===== src/rtl/dbg_rd_pkg.sv =====
package dbg_rd_pkg;

    localparam int WORD_W = 32;

    // control word layout
    localparam int GO_BIT   = 0;
    localparam int MAP_LSB  = 1;
    localparam int MAP_W    = 3;
    localparam int PRI_LSB  = 4;
    localparam int PRI_W    = 2;
    localparam int DIR_BIT  = 6;
    localparam int SZ_LSB   = 7;
    localparam int SZ_W     = 3;
    localparam int CNT_LSB  = 10;
    localparam int DV_BIT   = 30;
    localparam int ERR_BIT  = 31;

    typedef enum logic [2:0] {
        ST_IDLE = 3'd0,
        ST_REQ  = 3'd1,
        ST_ADDR = 3'd2,
        ST_DATA = 3'd3,
        ST_HOLD = 3'd4
    } rd_state_e;

    typedef enum logic [1:0] {
        SEL_ADDR = 2'd0,
        SEL_CTRL = 2'd1,
        SEL_DATA = 2'd2
    } reg_sel_e;

    function automatic logic size_legal(input logic [SZ_W-1:0] sz);
        return (sz == 3'b000) || (sz == 3'b001) || (sz == 3'b010);
    endfunction

endpackage


===== src/rtl/dbg_rd_regs.sv =====
module dbg_rd_regs
    import dbg_rd_pkg::*;
#(
    parameter int ADDR_W = 32,
    parameter int CNT_W  = 14
) (
    input  logic              clk,
    input  logic              rst_n,
    input  logic              wr_en,
    input  logic              rd_en,
    input  logic [1:0]        sel,
    input  logic [WORD_W-1:0] wdata,
    output logic [WORD_W-1:0] rdata,
    input  logic [WORD_W-1:0] resp_data,
    input  logic              idle,
    input  logic              ev_launch,
    input  logic              ev_reject,
    input  logic              ev_ok,
    input  logic              ev_fail,
    input  logic              ev_resume,
    output logic              start_req,
    output logic              cfg_ok,
    output logic              data_rd,
    output logic              cnt_more,
    output logic              ac_q,
    output logic              dv_q,
    output logic              er_q,
    output logic [ADDR_W-1:0] addr_q,
    output logic [SZ_W-1:0]   size_q,
    output logic [MAP_W-1:0]  map_q,
    output logic [PRI_W-1:0]  prio_q
);

    localparam int CNT_MSB = CNT_LSB + CNT_W - 1;

    logic              dir_q;
    logic [CNT_W-1:0]  cnt_q;
    logic [WORD_W-1:0] data_q;
    logic [ADDR_W-1:0] step;
    logic              ctrl_wr, addr_wr;

    assign ctrl_wr   = wr_en && (sel == SEL_CTRL) && idle;
    assign addr_wr   = wr_en && (sel == SEL_ADDR) && idle;
    assign start_req = ctrl_wr && wdata[GO_BIT];
    assign cfg_ok    = size_legal(wdata[SZ_LSB +: SZ_W]) && !wdata[DIR_BIT];
    assign data_rd   = rd_en && (sel == SEL_DATA);
    assign cnt_more  = cnt_q > CNT_W'(1);
    assign step      = ADDR_W'(1) << size_q[1:0];

    always_ff @(posedge clk or negedge rst_n) begin
        if (!rst_n) begin
            addr_q <= '0;
        end else if (addr_wr) begin
            addr_q <= wdata[ADDR_W-1:0];
        end else if (ev_ok) begin
            addr_q <= addr_q + step;
        end
    end

    always_ff @(posedge clk or negedge rst_n) begin
        if (!rst_n) begin
            map_q  <= '0;
            prio_q <= '0;
            dir_q  <= 1'b0;
            size_q <= '0;
            cnt_q  <= '0;
        end else if (ctrl_wr) begin
            map_q  <= wdata[MAP_LSB +: MAP_W];
            prio_q <= wdata[PRI_LSB +: PRI_W];
            dir_q  <= wdata[DIR_BIT];
            size_q <= wdata[SZ_LSB +: SZ_W];
            cnt_q  <= wdata[CNT_MSB:CNT_LSB];
        end else if (ev_ok && (cnt_q != '0)) begin
            cnt_q  <= cnt_q - CNT_W'(1);
        end
    end

    always_ff @(posedge clk or negedge rst_n) begin
        if (!rst_n) begin
            ac_q   <= 1'b0;
            dv_q   <= 1'b0;
            er_q   <= 1'b0;
            data_q <= '0;
        end else begin
            if (ev_launch) begin
                ac_q <= 1'b1;
                dv_q <= 1'b0;
                er_q <= 1'b0;
            end
            if (ev_reject || ev_fail) begin
                ac_q <= 1'b0;
                dv_q <= 1'b0;
                er_q <= 1'b1;
            end
            if (ev_ok) begin
                data_q <= resp_data;
                dv_q   <= 1'b1;
                er_q   <= 1'b0;
                if (!cnt_more) ac_q <= 1'b0;
            end
            if (ev_resume) dv_q <= 1'b0;
        end
    end

    always_comb begin
        rdata = '0;
        unique case (sel)
            SEL_ADDR: rdata[ADDR_W-1:0] = addr_q;
            SEL_CTRL: begin
                rdata[GO_BIT]               = ac_q;
                rdata[MAP_LSB +: MAP_W]     = map_q;
                rdata[PRI_LSB +: PRI_W]     = prio_q;
                rdata[DIR_BIT]              = dir_q;
                rdata[SZ_LSB +: SZ_W]       = size_q;
                rdata[CNT_MSB:CNT_LSB]      = cnt_q;
                rdata[DV_BIT]               = dv_q;
                rdata[ERR_BIT]              = er_q;
            end
            SEL_DATA: rdata = data_q;
            default:  rdata = '0;
        endcase
    end

    // a failing transfer leaves address and count where they were
    a_r9_fail_freezes: assert property (@(posedge clk) disable iff (!rst_n)
        ev_fail |=> ($stable(addr_q) && $stable(cnt_q)));

    // an access in progress blocks tool stores to address
    a_r11_busy_addr_hold: assert property (@(posedge clk) disable iff (!rst_n)
        (!idle && !ev_ok) |=> $stable(addr_q));

    a_r4_dv_err_excl: assert property (@(posedge clk) disable iff (!rst_n)
        !(dv_q && er_q));

endmodule


===== src/rtl/dbg_rd_fsm.sv =====
module dbg_rd_fsm
    import dbg_rd_pkg::*;
(
    input  logic      clk,
    input  logic      rst_n,
    input  logic      start_req,
    input  logic      cfg_ok,
    input  logic      cnt_more,
    input  logic      data_rd,
    input  logic      bus_gnt,
    input  logic      bus_done,
    input  logic      bus_err,
    output rd_state_e state,
    output logic      idle,
    output logic      bus_req,
    output logic      bus_start,
    output logic      ev_launch,
    output logic      ev_reject,
    output logic      ev_ok,
    output logic      ev_fail,
    output logic      ev_resume,
    output logic      rdy_n,
    output logic      err_n
);

    rd_state_e nxt;

    always_ff @(posedge clk or negedge rst_n) begin
        if (!rst_n) state <= ST_IDLE;
        else        state <= nxt;
    end

    always_comb begin
        nxt = state;
        unique case (state)
            ST_IDLE: if (start_req && cfg_ok) nxt = ST_REQ;
            ST_REQ:  if (bus_gnt)             nxt = ST_ADDR;
            ST_ADDR:                          nxt = ST_DATA;
            ST_DATA: if (bus_done) begin
                         if (!bus_err && cnt_more) nxt = ST_HOLD;
                         else                      nxt = ST_IDLE;
                     end
            ST_HOLD: if (data_rd)             nxt = ST_REQ;
            default:                          nxt = ST_IDLE;
        endcase
    end

    always_comb begin
        idle      = (state == ST_IDLE);
        bus_req   = (state == ST_REQ) || (state == ST_ADDR) || (state == ST_DATA);
        bus_start = (state == ST_ADDR);
        ev_launch = idle && start_req && cfg_ok;
        ev_reject = idle && start_req && !cfg_ok;
        ev_ok     = (state == ST_DATA) && bus_done && !bus_err;
        ev_fail   = (state == ST_DATA) && bus_done && bus_err;
        ev_resume = (state == ST_HOLD) && data_rd;
    end

    always_ff @(posedge clk or negedge rst_n) begin
        if (!rst_n) begin
            rdy_n <= 1'b1;
            err_n <= 1'b1;
        end else begin
            rdy_n <= !ev_ok;
            err_n <= !(ev_fail || ev_reject);
        end
    end

    // strobe covers only the first clock of the address phase
    a_r3_start_one_clk: assert property (@(posedge clk) disable iff (!rst_n)
        bus_start |=> !bus_start);

    // ready is a single-clock pulse
    a_r4_rdy_pulse: assert property (@(posedge clk) disable iff (!rst_n)
        !rdy_n |=> rdy_n);

    // a rejected setup never reaches the bus
    a_r10_no_req_on_reject: assert property (@(posedge clk) disable iff (!rst_n)
        ev_reject |=> !bus_req);

    // a held run waits in place until the data read
    a_r7_hold_waits: assert property (@(posedge clk) disable iff (!rst_n)
        (state == ST_HOLD && !data_rd) |=> (state == ST_HOLD && !bus_req));

endmodule


===== src/rtl/dbg_rd_engine.sv =====
module dbg_rd_engine
    import dbg_rd_pkg::*;
#(
    parameter int ADDR_W = 32,
    parameter int CNT_W  = 14
) (
    input  logic              clk,
    input  logic              rst_n,
    input  logic              reg_wr_en,
    input  logic              reg_rd_en,
    input  logic [1:0]        reg_sel,
    input  logic [31:0]       reg_wdata,
    output logic [31:0]       reg_rdata,
    output logic              bus_req,
    input  logic              bus_gnt,
    output logic              bus_start,
    output logic [ADDR_W-1:0] bus_addr,
    output logic [1:0]        bus_size,
    output logic [2:0]        bus_map,
    output logic [1:0]        bus_prio,
    input  logic              bus_done,
    input  logic              bus_err,
    input  logic [31:0]       bus_rdata,
    output logic              rdy_n,
    output logic              err_n
);

    rd_state_e         state;
    logic              idle, start_req, cfg_ok, data_rd, cnt_more;
    logic              ev_launch, ev_reject, ev_ok, ev_fail, ev_resume;
    logic              ac_q, dv_q, er_q;
    logic [SZ_W-1:0]   size_q;

    dbg_rd_regs #(.ADDR_W(ADDR_W), .CNT_W(CNT_W)) u_regs (
        .clk(clk), .rst_n(rst_n),
        .wr_en(reg_wr_en), .rd_en(reg_rd_en), .sel(reg_sel),
        .wdata(reg_wdata), .rdata(reg_rdata), .resp_data(bus_rdata),
        .idle(idle), .ev_launch(ev_launch), .ev_reject(ev_reject),
        .ev_ok(ev_ok), .ev_fail(ev_fail), .ev_resume(ev_resume),
        .start_req(start_req), .cfg_ok(cfg_ok), .data_rd(data_rd),
        .cnt_more(cnt_more), .ac_q(ac_q), .dv_q(dv_q), .er_q(er_q),
        .addr_q(bus_addr), .size_q(size_q), .map_q(bus_map), .prio_q(bus_prio)
    );

    dbg_rd_fsm u_fsm (
        .clk(clk), .rst_n(rst_n),
        .start_req(start_req), .cfg_ok(cfg_ok), .cnt_more(cnt_more),
        .data_rd(data_rd), .bus_gnt(bus_gnt), .bus_done(bus_done),
        .bus_err(bus_err), .state(state), .idle(idle),
        .bus_req(bus_req), .bus_start(bus_start),
        .ev_launch(ev_launch), .ev_reject(ev_reject), .ev_ok(ev_ok),
        .ev_fail(ev_fail), .ev_resume(ev_resume),
        .rdy_n(rdy_n), .err_n(err_n)
    );

    assign bus_size = size_q[1:0];

    // pins are never low together
    a_r4_pins_excl: assert property (@(posedge clk) disable iff (!rst_n)
        !(!rdy_n && !err_n));

    // ready pin agrees with status
    a_r4_rdy_status: assert property (@(posedge clk) disable iff (!rst_n)
        !rdy_n |-> (dv_q && !er_q));

    // error pin agrees with status
    a_r5_err_status: assert property (@(posedge clk) disable iff (!rst_n)
        !err_n |-> (er_q && !dv_q && !ac_q));

    // address stays put while the response is pending
    a_r3_addr_stable: assert property (@(posedge clk) disable iff (!rst_n)
        (state == ST_DATA && !bus_done) |=> $stable(bus_addr));

endmodule


===== config.mk =====
export PLATFORM = sky130hd
export DESIGN_NAME = dbg_rd_engine
export DESIGN_NICKNAME = d
export VERILOG_FILES = /design/src/rtl/dbg_rd_pkg.sv /design/src/rtl/dbg_rd_regs.sv /design/src/rtl/dbg_rd_fsm.sv /design/src/rtl/dbg_rd_engine.sv
export SDC_FILE = /design/constraint.sdc
export NUM_CORES = 1
export LEC_CHECK = 0
export ABC_AREA = 0
export BUFFER_PORTS_ARGS = -buffer_cell sky130_fd_sc_hd__buf_2
export CAP_MARGIN = 20
export CORE_ASPECT_RATIO = 1.75
export CORE_MARGIN = 2
export CORE_UTILIZATION = 50
export DETAILED_ROUTE_END_ITERATION = 8
export PLACE_DENSITY = 0.88
export REMOVE_ABC_BUFFERS = 1
export SETUP_SLACK_MARGIN = 0.02
export SLEW_MARGIN = 20
export SYNTH_ARGS = -nofsm -noshare
export SYNTH_HDL_FRONTEND = slang
export SYNTH_HIERARCHICAL = 1
export SYNTH_SLANG_ARGS = --single-unit

===== constraint.sdc =====
create_clock -name clk -period 2.9 [get_ports clk]
set_clock_uncertainty 0.05 [all_clocks]
set_input_delay 0.58 -clock clk [delete_from_list [all_inputs] [get_ports clk]]
set_output_delay 0.58 -clock clk [all_outputs]
set_load 0.02 [all_outputs]

* After elaboration in Yosys (flattened, before gate mapping)
Index checks and enable logic that the tools add are counted.
Word-level totals: register bits 95, bits of input ports 73, output and inout bits 75, word-level logic and storage cells 88
Operators by class: $add $sub $neg 2, $lt $le $gt $ge 1, eq/ne operators 12, shift-type cells 1, multiplexer cells 23, reductions and logical operators 36
Operators with widths (count):
- 24-bit case mux with 3 select lines | 1
- 32-bit two-way mux | 2
- 32-bit adder | 1
- 1-bit by 2-bit << shifter with 32-bit output, first input constant | 1
- 14-bit two-way mux | 2
- 1-bit logical AND | 17
- 3-bit two-way mux | 5
- 3-bit case mux with 5 select lines | 1
- 14-bit by 1-bit greater-than comparator with 1-bit output, second input constant | 1
- 14-bit nonzero test | 1
- 14-bit by 1-bit subtractor with 14-bit output, second input constant | 1
- 6-bit case mux with 2 select lines | 1
- 1-bit two-way mux | 10
- 3-bit by 2-bit equality test with 1-bit output, second input constant | 3
- 3-bit by 1-bit equality test with 1-bit output, second input constant | 2
- 3-bit logical NOT | 2
- 2-bit case mux with 3 select lines | 1
- 1-bit logical NOT | 5
- 1-bit logical OR | 5
- 2-bit by 1-bit inequality test with 1-bit output, second input constant | 2
- 2-bit inequality test, second input constant | 2
- 4-bit AND reduction | 1
- 2-bit nonzero test | 2
- 4-bit nonzero test | 1
- other kinds (5) | 5

* Depth between registers and ports, before layout
Gate-level depths: netlist (run 1).
depth after elaboration 10, depth in mapped cells 11, depth with buffers taken out 8

* Cells and area by module
Netlist (run 1), hierarchy kept.
By module, submodules not included:
- dbg_rd_regs | times used 1, cells each 543, area each 5092.4 µm²
- dbg_rd_fsm | times used 1, cells each 34, area each 327.8 µm²

* Worst setup path after synthesis (run 1)
Ideal clock, no wire load.
path type input port to output port, from in reg_sel[1], to out reg_rdata[0], arrival time 1.820 ns, required time 2.270 ns, path slack 0.450 ns, stages 6, cell sequence clkbuf_1 > nor2b_1 > clkbuf_1 > clkbuf_1 > nand2_1 > o21ai_0
On the way: longest elaborated chain between the ends 2, elaborated cells on any way between the ends 4, those cells by class eq/ne: 2; mux: 1; reduce/logical: 1
Ends and longest elaborated chain:
- start, declared | line dbg_rd_engine.sv:11 | input logic [1:0] reg_sel,
- 2-bit equality test, or another cell as far along | line dbg_rd_regs.sv:107 | unique case (sel)
- 24-bit case mux with 3 select lines * | line dbg_rd_regs.sv:107
- end, declared | line dbg_rd_engine.sv:13 | output logic [31:0] reg_rdata,
Every way passes the cells marked *; elsewhere a longest branch is shown, timed or not.

* Worst setup path after layout (run 1)
from reg u_regs.size_q[0], to reg u_regs.addr_q[6]
On the way: longest elaborated chain between the ends 4
Ends and longest elaborated chain:
- start, declared | line dbg_rd_regs.sv:29 | output logic [SZ_W-1:0] size_q,
- start signal, assigned | line dbg_rd_regs.sv:71 | size_q <= wdata[SZ_LSB +: SZ_W];
- 1-bit by 2-bit << shifter with 32-bit output | line dbg_rd_regs.sv:48 | assign step = ADDR_W'(1) << size_q[1:0];
- 32-bit adder | line dbg_rd_regs.sv:56 | addr_q <= addr_q + step;
- 32-bit two-way mux | line dbg_rd_regs.sv:55 | end else if (ev_ok) begin
- 32-bit two-way mux | line dbg_rd_regs.sv:53 | end else if (addr_wr) begin
- end signal, assigned | line dbg_rd_regs.sv:54 | addr_q <= wdata[ADDR_W-1:0];
- end signal, assigned | line dbg_rd_regs.sv:56
- end, declared | line dbg_rd_regs.sv:28 | output logic [ADDR_W-1:0] addr_q,
No other way between the ends. The select of a mux whose other input is x is not followed. A chain may end at the register's enable or synchronous reset.

==> results of run 1 <==
## path summary, 6_finish.rpt
check	slack [ns]	startpoint	to
max	0.37	u_regs/size_q[0]	u_regs/addr_q[6]
min	0.11	rst_n	u_regs/data_q[2]
max reg2reg	0.37	u_regs/size_q[0]	u_regs/addr_q[6]
min reg2reg	0.46	u_regs/data_q[21]	u_regs/data_q[21]
max in group asynchronous	1.95	rst_n	u_fsm/err_n
min in group clk	0.39	reg_wdata[3]	u_regs/map_q[2]
## sequential cells by signal (all words and copies together), names as in the netlist, 2 cells and up
| signal | count |
|---|---|
| u_regs/addr_q | 32 |
| u_regs/data_q | 32 |
| u_regs/cnt_q | 14 |
| u_fsm/state | 3 |
| u_regs/map_q | 3 |
| u_regs/size_q | 3 |
| u_regs/prio_q | 2 |
## cell families after synthesis
logic type	Yosys count
DFF	95
xor gates and xnor gates	35
AOI/OAI and AO/OA	100
adders and majority gates	7
muxes	69
buffers and inverters	43
and+or+nand+nor	228
## power by group through the flow
stage | registers, uW | logic, uW | clock network (uW)
floorplan | 2770 | 1470 | 0
global placement | 2600 | 2550 | 0
detailed placement | 2660 | 2650 | 0
CTS | 2630 | 2670 | 1200
global route | 2730 | 2900 | 1260
finish | 2640 | 2670 | 1190
## cells in the final DEF (no fill, tap or decap), types with 15 or more instances in the layout
cell / count
sky130_fd_sc_hd__buf_2: 146
sky130_fd_sc_hd__nand2_1: 113
sky130_fd_sc_hd__dfrtp_1: 93
sky130_fd_sc_hd__o21ai_0: 64
sky130_fd_sc_hd__mux2i_1: 37
sky130_fd_sc_hd__mux2_2: 32
sky130_fd_sc_hd__nor2_1: 30
sky130_fd_sc_hd__xor2_1: 23
sky130_fd_sc_hd__nand3_1: 18
sky130_fd_sc_hd__buf_4: 15
## layer usage
metal | wire length (microns) | vias up | global-route usage, % | share of wire [%]
li1 | - | 2293 | - | -
met1 | 5810 | 2426 | 31.4 | 37
met2 | 8430 | 219 | 47.5 | 54
met3 | 819 | 38 | 4.58 | 5.3
met4 | 472 | 0 | 13.2 | 3.0
met5 | 0 | - | 0 | 0
## stage by stage
step | hold slack (ns) | power, uW
2_1_floorplan | 0.234 | 4240
3_3_place_gp | 0.412 | 5150
3_5_place_dp | 0.423 | 5300
4_1_cts | 0.113 | 6510
5_1_grt | 0.128 | 6890
6_report | 0.108 | 6500
## critical path, stage by stage, from the launching register on
cell and delay (ns):
sky130_fd_sc_hd__dfrtp_1 0.47, sky130_fd_sc_hd__nor2_1 0.10, sky130_fd_sc_hd__ha_1 0.24, sky130_fd_sc_hd__fa_1 0.42, sky130_fd_sc_hd__a211oi_1 0.24, sky130_fd_sc_hd__nor2_1 0.12, sky130_fd_sc_hd__buf_4 0.21, sky130_fd_sc_hd__and3_1 0.21
sky130_fd_sc_hd__xnor2_1 0.19, sky130_fd_sc_hd__o21ai_0 0.14
## final cells by class
cell class	count	area, sq um
clock buffer	12	246
multi-input combinational	439	2860
sequential	95	2380
inverter	9	33.8
timing repair buffer	164	903
tap	130	163
fill	891	4000
clock inverter	4	45.0
==> run summary, run 1 <==
• 0 — antenna diode count
• sky130_fd_sc_hd__dfrtp_1 — Main synth FF type
• sky130_fd_sc_hd__nand2_1, sky130_fd_sc_hd__dfrtp_1, sky130_fd_sc_hd__o21ai_0 — cell types with the highest counts after synthesis
• 27.3% — all-layer global routing usage
• 0 — Final Max Tran Viols
• 0.897 ns — worst slew pin tran
• 0.873 — weighted congestion reported at the end of routability-driven placement
• 95 — count of state elements after synthesis
• 0.06 ns — clock-pin transition on the worst setup and hold timing paths
• 18.2% — clock power share
• register to register — crit path kind
• 5.66% — fraction of synthesized cell area in xor and xnor cells
• 11.5 mm — half-perimeter wire length of the detailed placement result
• 20.6% — share of synthesized cell area in and, or, nand and nor gates
• 5 — detailed-router iteration count before antenna repair
• 42.5% — proportion of total power due to net switching
• 0 ns — total negative slack for setup checks
• 0 — antenna violations before repair
• 853 — filler-free cell count of the finished design
• 41.1% — combinational group share of total power
• 5.83 — via density per instance
• sky130_fd_sc_hd__dfrtp_1, sky130_fd_sc_hd__nand2_1, sky130_fd_sc_hd__mux2i_1 — top cells by area, synth
• 15.5 mm — total routed wirelength
• 40.6% — part of the total power dissipated in sequential elements
• sky130_fd_sc_hd__nand2_1 — most used standard cell by instance count after synthesis
• 9 — total CTS buffers
• 11.1% — Compound-Gate Fraction of Synth Area
• 51.0% — starting utilization of the core area
• 577 — count of mapped cells out of synthesis
• 95 — clock tree sinks
• 12 — crit path max fanout
• 0.00542 sq mm — area of the mapped netlist
• 0 — aggregate global routing overflow
• 0 — DRC violation count after routing
• sky130_fd_sc_hd__dfrtp_1 — leading area contributor after synthesis
• 55 — number of distinct library cell variants in the gate-level netlist after synthesis
• 0.292 ns — pre-CTS WS
• 142 microns — Die Y
• 147 — IO Port Bufs
• 42.9% — top-area cell type share of the netlist area
• 979 mW/mm^2 — power density cells
• 0.366 ns — worst-case setup margin in the final layout
• 4898 — via count of the first global-routing pass
• 0 — quantity of gates resized following cts
• 67 — largest net degree at the start of global routing
• 40.2% — worst relative slew slack
• 0 — postcts setup bufs
• register — sort of element at the start of the critical path
• 0 — Final setup violation count
• 148 — number of primary I/O pins
• 87.4% — final cycle utilization of the critical path
• register — kind of end point of the critical path
• sky130_fd_sc_hd__clkbuf_16 — Root Buffer
• 3.06 ns — worst path required time
• 0.00310 uW — Static Leakage
• 0 — number of enable-type register cells in the synthesized netlist
• 18.2 microns — average wire per cell in the routed design
• built — TritonCTS clock tree
• 0.00664 sq mm — summed area of non-filler cells in the final layout
• complete, no violations — result of the run
• 317 — iteration-0 DRC count of the detailed router
• 0 — Antenna Nets Post-Route
• primary input to async pin — path class of the lowest-slack min-delay path
• simple AND/OR/NAND/NOR gates — combinational family with the most area after synthesis
• 24.0 mm — wire length of the first global-routing pass
• 31.3% — fraction of final layout cells with drive strength greater than 1
• 2.53 ns — min Tclk post-route
• 0 — Max Cap Violations
• 4976 — routed vias
• no — RSZ-0062 raised after global routing
• 0 — number of hold-slack violations in the final timing report
• 0.000502 V — worst voltage drop across the vdd grid
• 9.39 sq um — post-synthesis average cell area
• 2 — Clock Tree Buf Depth
• 2760 uW — net switching power
• 0.00634 sq mm — area of placed instances
• 0.0106 sq mm — area of the core
• 837 — cell count after placement
• 50 — Cell Rows
• 82.7 microns — overall die width
• 0.35 ns — clock latency on the worst-skew pair
• 3 — H-tree levels
• 1.75% — fraction of the mapped netlist area in adder cells
• 3740 uW — Int Pwr
• 22.4% — Area growth syn-to-layout
• 9 — Reg2Reg Depth
• 62.4% — final standard cell utilization of the core
• 100% — fraction of synthesis flops using an asynchronous set or reset pin
• 0 — count of hold-fix buffers inserted at cts
• 43.9% — sequential area share after synthesis
• 2.69 ns — Arr. time, crit path
• 0.395 GHz — maximum frequency from static timing analysis
• 0.0117 sq mm — die footprint
• 13.5% — multiplexer fraction of the synthesized cell area
• 798 — # nets final
• 6 — Yosys warnings
Note: power is estimated with default switching activity, not from simulation.
==> inputs of run 2 (changes only) <==
--- a/config.mk
+++ b/config.mk
@@ -13,8 +13,7 @@
 export CORE_UTILIZATION = 50
 export DETAILED_ROUTE_END_ITERATION = 8
 export PLACE_DENSITY = 0.88
-export REMOVE_ABC_BUFFERS = 1
-export SETUP_SLACK_MARGIN = 0.02
+export SKIP_CTS_REPAIR_TIMING = 1
 export SLEW_MARGIN = 20
 export SYNTH_ARGS = -nofsm -noshare
 export SYNTH_HDL_FRONTEND = slang
==> run 2 against run 1 <==
Against the previous run:
- clock-buffer cell count shrank 2
- critical path type is now primary input to primary output
- hold slack improved by 0.098 ns
- first-iteration DRC count increased by 0.63%
- final area rose by 0.28%
- die area stayed put
- final cell count unchanged
- setup slack better by 0.089 ns
- highest routed layer unchanged
==> run summary, run 2 (synthesis gave the netlist of run 1 again) <==
• 1.81 ns — Arr. time, crit path
• sky130_fd_sc_hd__buf_2 — cell with the most instances on the worst path
• 22.8% — Area growth syn-to-layout
• buffers and inverters — Top delay family on crit path
• 2.27 ns — worst path required time
• primary output — kind of end point of the critical path
• 0.000615 V — worst voltage drop across the vdd grid
• 997 mW/mm^2 — power density cells
• 50.9% — met2 demand-to-capacity share in global routing
• 2.44 ns — min Tclk post-route
• met2 — GRT busiest layer
• 3 — H-tree levels
• 0.00311 uW — Static Leakage
• no — RSZ-0062 raised after global routing
• 25.1 mm — wire length of the first global-routing pass
• 0.34 ns — clock latency on the worst-skew pair
• 0 — aggregate global routing overflow
• 3 — combined buffer and inverter count along the critical path
• 0 — antenna violations before repair
• 0.0117 sq mm — die footprint
• 53.8% — worst relative slew slack
• buf_2 > nor2b_2 > buf_4 > nand2_1 > o21ai_0 > buf_2 — crit path cell chain
• 4.90% — routing usage on met3
• 50 — largest net degree at the start of global routing
• 0 — Max Cap Violations
• 0.47 ns — worst-case register-to-register setup slack
• 19.1 microns — average wire per cell in the routed design
• primary input to primary output — crit path kind
• 62.6% — final standard cell utilization of the core
• primary input — sort of element at the start of the critical path
• 7 — detailed-router iteration count before antenna repair
• 0.687 ns — worst slew pin tran
• sky130_fd_sc_hd__buf_2 — most common cell after layout, fill and taps aside
• sky130_fd_sc_hd__clkbuf_16 — Root Buffer
• 142 microns — Die Y
• 0.30 ns — Crit path largest cell delay
• 0 ns — total negative slack for setup checks
• u_fsm/state[1] — reg2reg start
• sky130_fd_sc_hd__buf_2, sky130_fd_sc_hd__nand2_1, sky130_fd_sc_hd__dfrtp_1 — leading cell types in the layout, fill and taps excluded
• 28.3% — GR Layer Usage met1
• 8 — Reg2Reg Depth
• sky130_fd_sc_hd__buf_2 — worst-path cell with the longest stage delay
• 50 — Cell Rows
• u_regs/cnt_q[13] — worst r2r dst
• u_regs/addr_q x32, u_regs/data_q x32, u_regs/cnt_q x14 — leading registers by flop count
• 0.409 GHz — maximum frequency from static timing analysis
• 0 — Final Max Tran Viols
• 0.07 ns — clock-pin transition on the worst setup and hold timing paths
• primary input to async pin — path class of the lowest-slack min-delay path
• 0.932 — weighted congestion reported at the end of routability-driven placement
• 95 — clock tree sinks
• 147 — IO Port Bufs
• 0 — number of hold-slack violations in the final timing report
• 28.4% — all-layer global routing usage
• 319 — iteration-0 DRC count of the detailed router
• 657 — number of nets produced by synthesis
• 0.0106 sq mm — area of the core
• 16.3 mm — total routed wirelength
• 798 — # nets final
• 18 — crit path max fanout
• 5339 — via count of the first global-routing pass
• 82.7 microns — overall die width
• 0 — DRC violation count after routing
• 84.3% — final cycle utilization of the critical path
• complete, no violations — result of the run
• 5.93 — via density per instance
• 0 — Antenna Nets Post-Route
• built — TritonCTS clock tree
• 9 — total CTS buffers
• 5056 — routed vias
• 31.5% — fraction of final layout cells with drive strength greater than 1
• 0 — Final setup violation count
• 12.0 mm — half-perimeter wire length of the detailed placement result
• 148 — number of primary I/O pins
• 2 — Clock Tree Buf Depth
• 51.0% — starting utilization of the core area
• 0 — antenna diode count
[run 2: changes by cell type in the layout (fill, tap and decap cells not counted)]
| cell | before | now |
|---|---|---|
| sky130_fd_sc_hd__bufinv_16 | 1 | 2 |
| sky130_fd_sc_hd__buf_4 | 15 | 16 |
| sky130_fd_sc_hd__clkbuf_1 | 2 | 0 |
| sky130_fd_sc_hd__buf_12 | 3 | 2 |
| sky130_fd_sc_hd__clkinv_4 | 0 | 1 |
[run 2: how the worst max path moves through the flow]
| stage | cells past startpoint | start | endpoint |
|---|---|---|---|
| 4_1_cts | 6 | reg_sel[1] | reg_rdata[15] |
| 3_5_place_dp | 9 | bus_done | u_regs/cnt_q[13] |
| 5_1_grt | 8 | u_fsm/state[1] | u_regs/cnt_q[13] |
| 3_3_place_gp | 10 | bus_done | u_regs/cnt_q[3] |
| 2_1_floorplan | 6 | reg_sel[1] | reg_rdata[0] |
| 6_report | 6 | reg_sel[1] | reg_rdata[15] |
[run 2: final cells by class]
cell class	count	area, sq um
tap	130	163
timing repair buffer	164	891
fill	862	3980
clock inverter	6	83.8
multi-input combinational	439	2860
inverter	9	33.8
sequential	95	2380
clock buffer	10	239
[run 2: report_power, final]
group          switching [uW]  internal [uW]
sequential                760           1930
combinational            1570           1110
clock                     497            776
total                    2820           3810
[run 2: metrics by stage]
step	cells	total power [uW]	hold WS (ns)	cell area [sq um]	worst slack (ns)
2_1_floorplan	577	4290	0.234	5420	0.450
5_1_grt	853	6990	0.247	6650	0.204
3_3_place_gp	837	5150	0.410	6330	0.494
6_report	853	6630	0.206	6650	0.455
3_5_place_dp	837	5310	0.421	6330	0.436
4_1_cts	853	6610	0.227	6650	0.502
[run 2: worst reg2reg max path: stages (launching register included)]
cell	delay [ns]
sky130_fd_sc_hd__dfrtp_1	0.60
sky130_fd_sc_hd__nand3_1	0.16
sky130_fd_sc_hd__nand2b_1	0.20
sky130_fd_sc_hd__inv_2	0.12
sky130_fd_sc_hd__nor3b_1	0.34
sky130_fd_sc_hd__nand4b_1	0.27
sky130_fd_sc_hd__nor4_1	0.32
sky130_fd_sc_hd__xnor2_1	0.16
sky130_fd_sc_hd__o21ai_0	0.10
[run 2: per-layer routing]
layer	part of all wire (%)	routed length, microns
met1	34	5590
met2	55	8890
met3	5.5	899
met4	5.7	930
met5	0	0
==> inputs of run 3 (changes only) <==
--- a/config.mk
+++ b/config.mk
@@ -10,7 +10,7 @@
 export CAP_MARGIN = 20
 export CORE_ASPECT_RATIO = 1.75
 export CORE_MARGIN = 2
-export CORE_UTILIZATION = 50
+export CORE_UTILIZATION = 48
 export DETAILED_ROUTE_END_ITERATION = 8
 export PLACE_DENSITY = 0.88
 export SKIP_CTS_REPAIR_TIMING = 1
==> constraint.sdc (replaced) <==
create_clock -name clk -period 2.2 [get_ports clk]
set_clock_uncertainty 0.05 [all_clocks]
set_input_delay 0.44 -clock clk [delete_from_list [all_inputs] [get_ports clk]]
set_output_delay 0.44 -clock clk [all_outputs]
set_load 0.02 [all_outputs]
==> run 3 against run 2 <==
Against the previous run:
- sequential power rose by 25%
- first-iteration DRC count rose by 24%
- sequential share of layout area fell by 1.3 points
- flip-flop and latch count did not move
- clock-buffer cell count rose by 2
- wire length rose by 0.91%
- critical endpoint is now reg_rdata[22]
- highest routed layer unchanged
==> run summary, run 3 (synthesis gave the netlist of run 1 again) <==
• 0 — Final Max Tran Viols
• 145 microns — Die Y
• 64.9% — worst relative slew slack
• 0.07 ns — clock-pin transition on the worst setup and hold timing paths
• 16.5 mm — total routed wirelength
• 1300 mW/mm^2 — power density cells
• 147 — IO Port Bufs
• 0.00691 sq mm — summed area of non-filler cells in the final layout
• 27.4% — Area growth syn-to-layout
• 0.00323 uW — Static Leakage
• 84.3 microns — overall die width
• 0.952 — weighted congestion reported at the end of routability-driven placement
• 2.13 ns — min Tclk post-route
• sky130_fd_sc_hd__clkbuf_16 — Root Buffer
• 3 — H-tree levels
• 18.7 microns — average wire per cell in the routed design
• 12.4 mm — half-perimeter wire length of the detailed placement result
• sky130_fd_sc_hd__buf_2 — most common cell after layout, fill and taps aside
• sky130_fd_sc_hd__buf_2 — worst-path cell with the longest stage delay
• 13 — crit path max fanout
• 0.0122 sq mm — die footprint
• 5.77 — via density per instance
• 5079 — routed vias
• buf_2 > buf_4 > mux2i_1 > o21ai_0 > buf_2 — crit path cell chain
• 0.00290 sq mm — total area of multi-input combinational cells
• complete, no violations — result of the run
• 0.469 GHz — maximum frequency from static timing analysis
• 0.00654 sq mm — area of placed instances
• 95 — clock tree sinks
• 0.000985 V — worst voltage drop across the vdd grid
• primary output — kind of end point of the critical path
• 5 — detailed-router iteration count before antenna repair
• primary input to primary output — crit path kind
• 9 — total CTS buffers
• 0 — Final setup violation count
• 0 — number of hold-slack violations in the final timing report
• 2 — Clock Tree Buf Depth
• 5294 — via count of the first global-routing pass
• 0.34 ns — clock latency on the worst-skew pair
• 25.8 mm — wire length of the first global-routing pass
• 0.33 ns — Crit path largest cell delay
• 34.6% — fraction of final layout cells with drive strength greater than 1
• 96.9% — final cycle utilization of the critical path
• primary input — sort of element at the start of the critical path
• 657 — number of nets produced by synthesis
• sky130_fd_sc_hd__buf_2, sky130_fd_sc_hd__nand2_1, sky130_fd_sc_hd__dfrtp_1 — leading cell types in the layout, fill and taps excluded
• 396 — iteration-0 DRC count of the detailed router
• 49.1% — starting utilization of the core area
• 0 — Antenna Nets Post-Route
• primary input to async pin — path class of the lowest-slack min-delay path
• yes — RSZ-0062 raised after global routing
• 0 — aggregate global routing overflow
• 1 — antenna violations before repair
• built — TritonCTS clock tree
• 0.527 ns — worst slew pin tran
• sky130_fd_sc_hd__buf_2 — cell with the most instances on the worst path
• 62.6% — final standard cell utilization of the core
• 892 — number of inserted filler cells in the final layout
• 148 — number of primary I/O pins
• 1.71 ns — worst path required time
• 40 — largest net degree at the start of global routing
• 27.0% — all-layer global routing usage
• u_regs/addr_q x32, u_regs/data_q x32, u_regs/cnt_q x14 — leading registers by flop count
• 0.0110 sq mm — area of the core
• 51 — Cell Rows
• 0 — Max Cap Violations
• 824 — # nets final
• 0 — DRC violation count after routing
• 1.64 ns — Arr. time, crit path
• 0.00238 sq mm — register cell area after layout
## run 3: metal layers
metal | part of all wire [%] | routed length (microns) | vias to the layer above | track usage, %
met3 | 5.3 | 880 | 61 | 3.14
li1 | - | - | 2342 | -
met2 | 55 | 9100 | 232 | 50.9
met5 | 0 | 0 | - | 0
met4 | 4.8 | 793 | 0 | 14.9
met1 | 35 | 5680 | 2444 | 28.9
## run 3: worst max-delay path, delay by kind of cell
kind	cells	cell delay, ns
buffers and inverters	3	0.82
muxes	1	0.09
AOI/OAI and AO/OA	1	0.29
## run 3: power by group
group | leakage [uW] | total (uW) | switching [uW] | internal, uW
Clock | 0.000149 | 1670 | 647 | 1020
Combinational | 0.00193 | 3960 | 2290 | 1670
Sequential | 0.00115 | 3360 | 812 | 2540
## run 3: path summary, 6_finish.rpt
check	from	endpoint	slack, ns	cells after the start
worst max-delay path	reg_sel[0]	reg_rdata[22]	0.07	5
max in group asynchronous	rst_n	u_regs/cnt_q[0]	1.37	2
worst min-delay path	rst_n	u_regs/data_q[8]	0.02	1
worst max register to register	u_regs/cnt_q[12]	u_fsm/state[2]	0.08	5
min in group clk	reg_wdata[26]	u_regs/addr_q[26]	0.25	3
worst min register to register	u_regs/size_q[2]	u_regs/size_q[2]	0.44	2
## run 3: layout make-up
| class | count | area share (%) |
|---|---|---|
| Multi-Input combinational cell | 439 | 42.0 |
| Clock buffer | 12 | 3.57 |
| Inverter | 9 | 0.489 |
| Tap cell | 132 | 2.39 |
| Timing Repair Buffer | 190 | 16.0 |
| Clock inverter | 3 | 0.978 |
| Antenna cell | 1 | 0.0362 |
| Sequential cell | 95 | 34.5 |
## run 3: through the flow
step	setup WS, ns	instances	power, uW	hold slack [ns]	TNS, ns
3_3_place_gp	0.0484	865	7080	0.394	0
2_1_floorplan	0.00583	577	5660	0.0944	0
5_1_grt	-0.0357	881	9500	0.0617	-0.0357
4_1_cts	-0.0209	880	8910	0.0306	-0.0286
3_5_place_dp	-0.0315	865	7210	0.400	-0.0520
6_report	0.0689	881	8980	0.0150	0
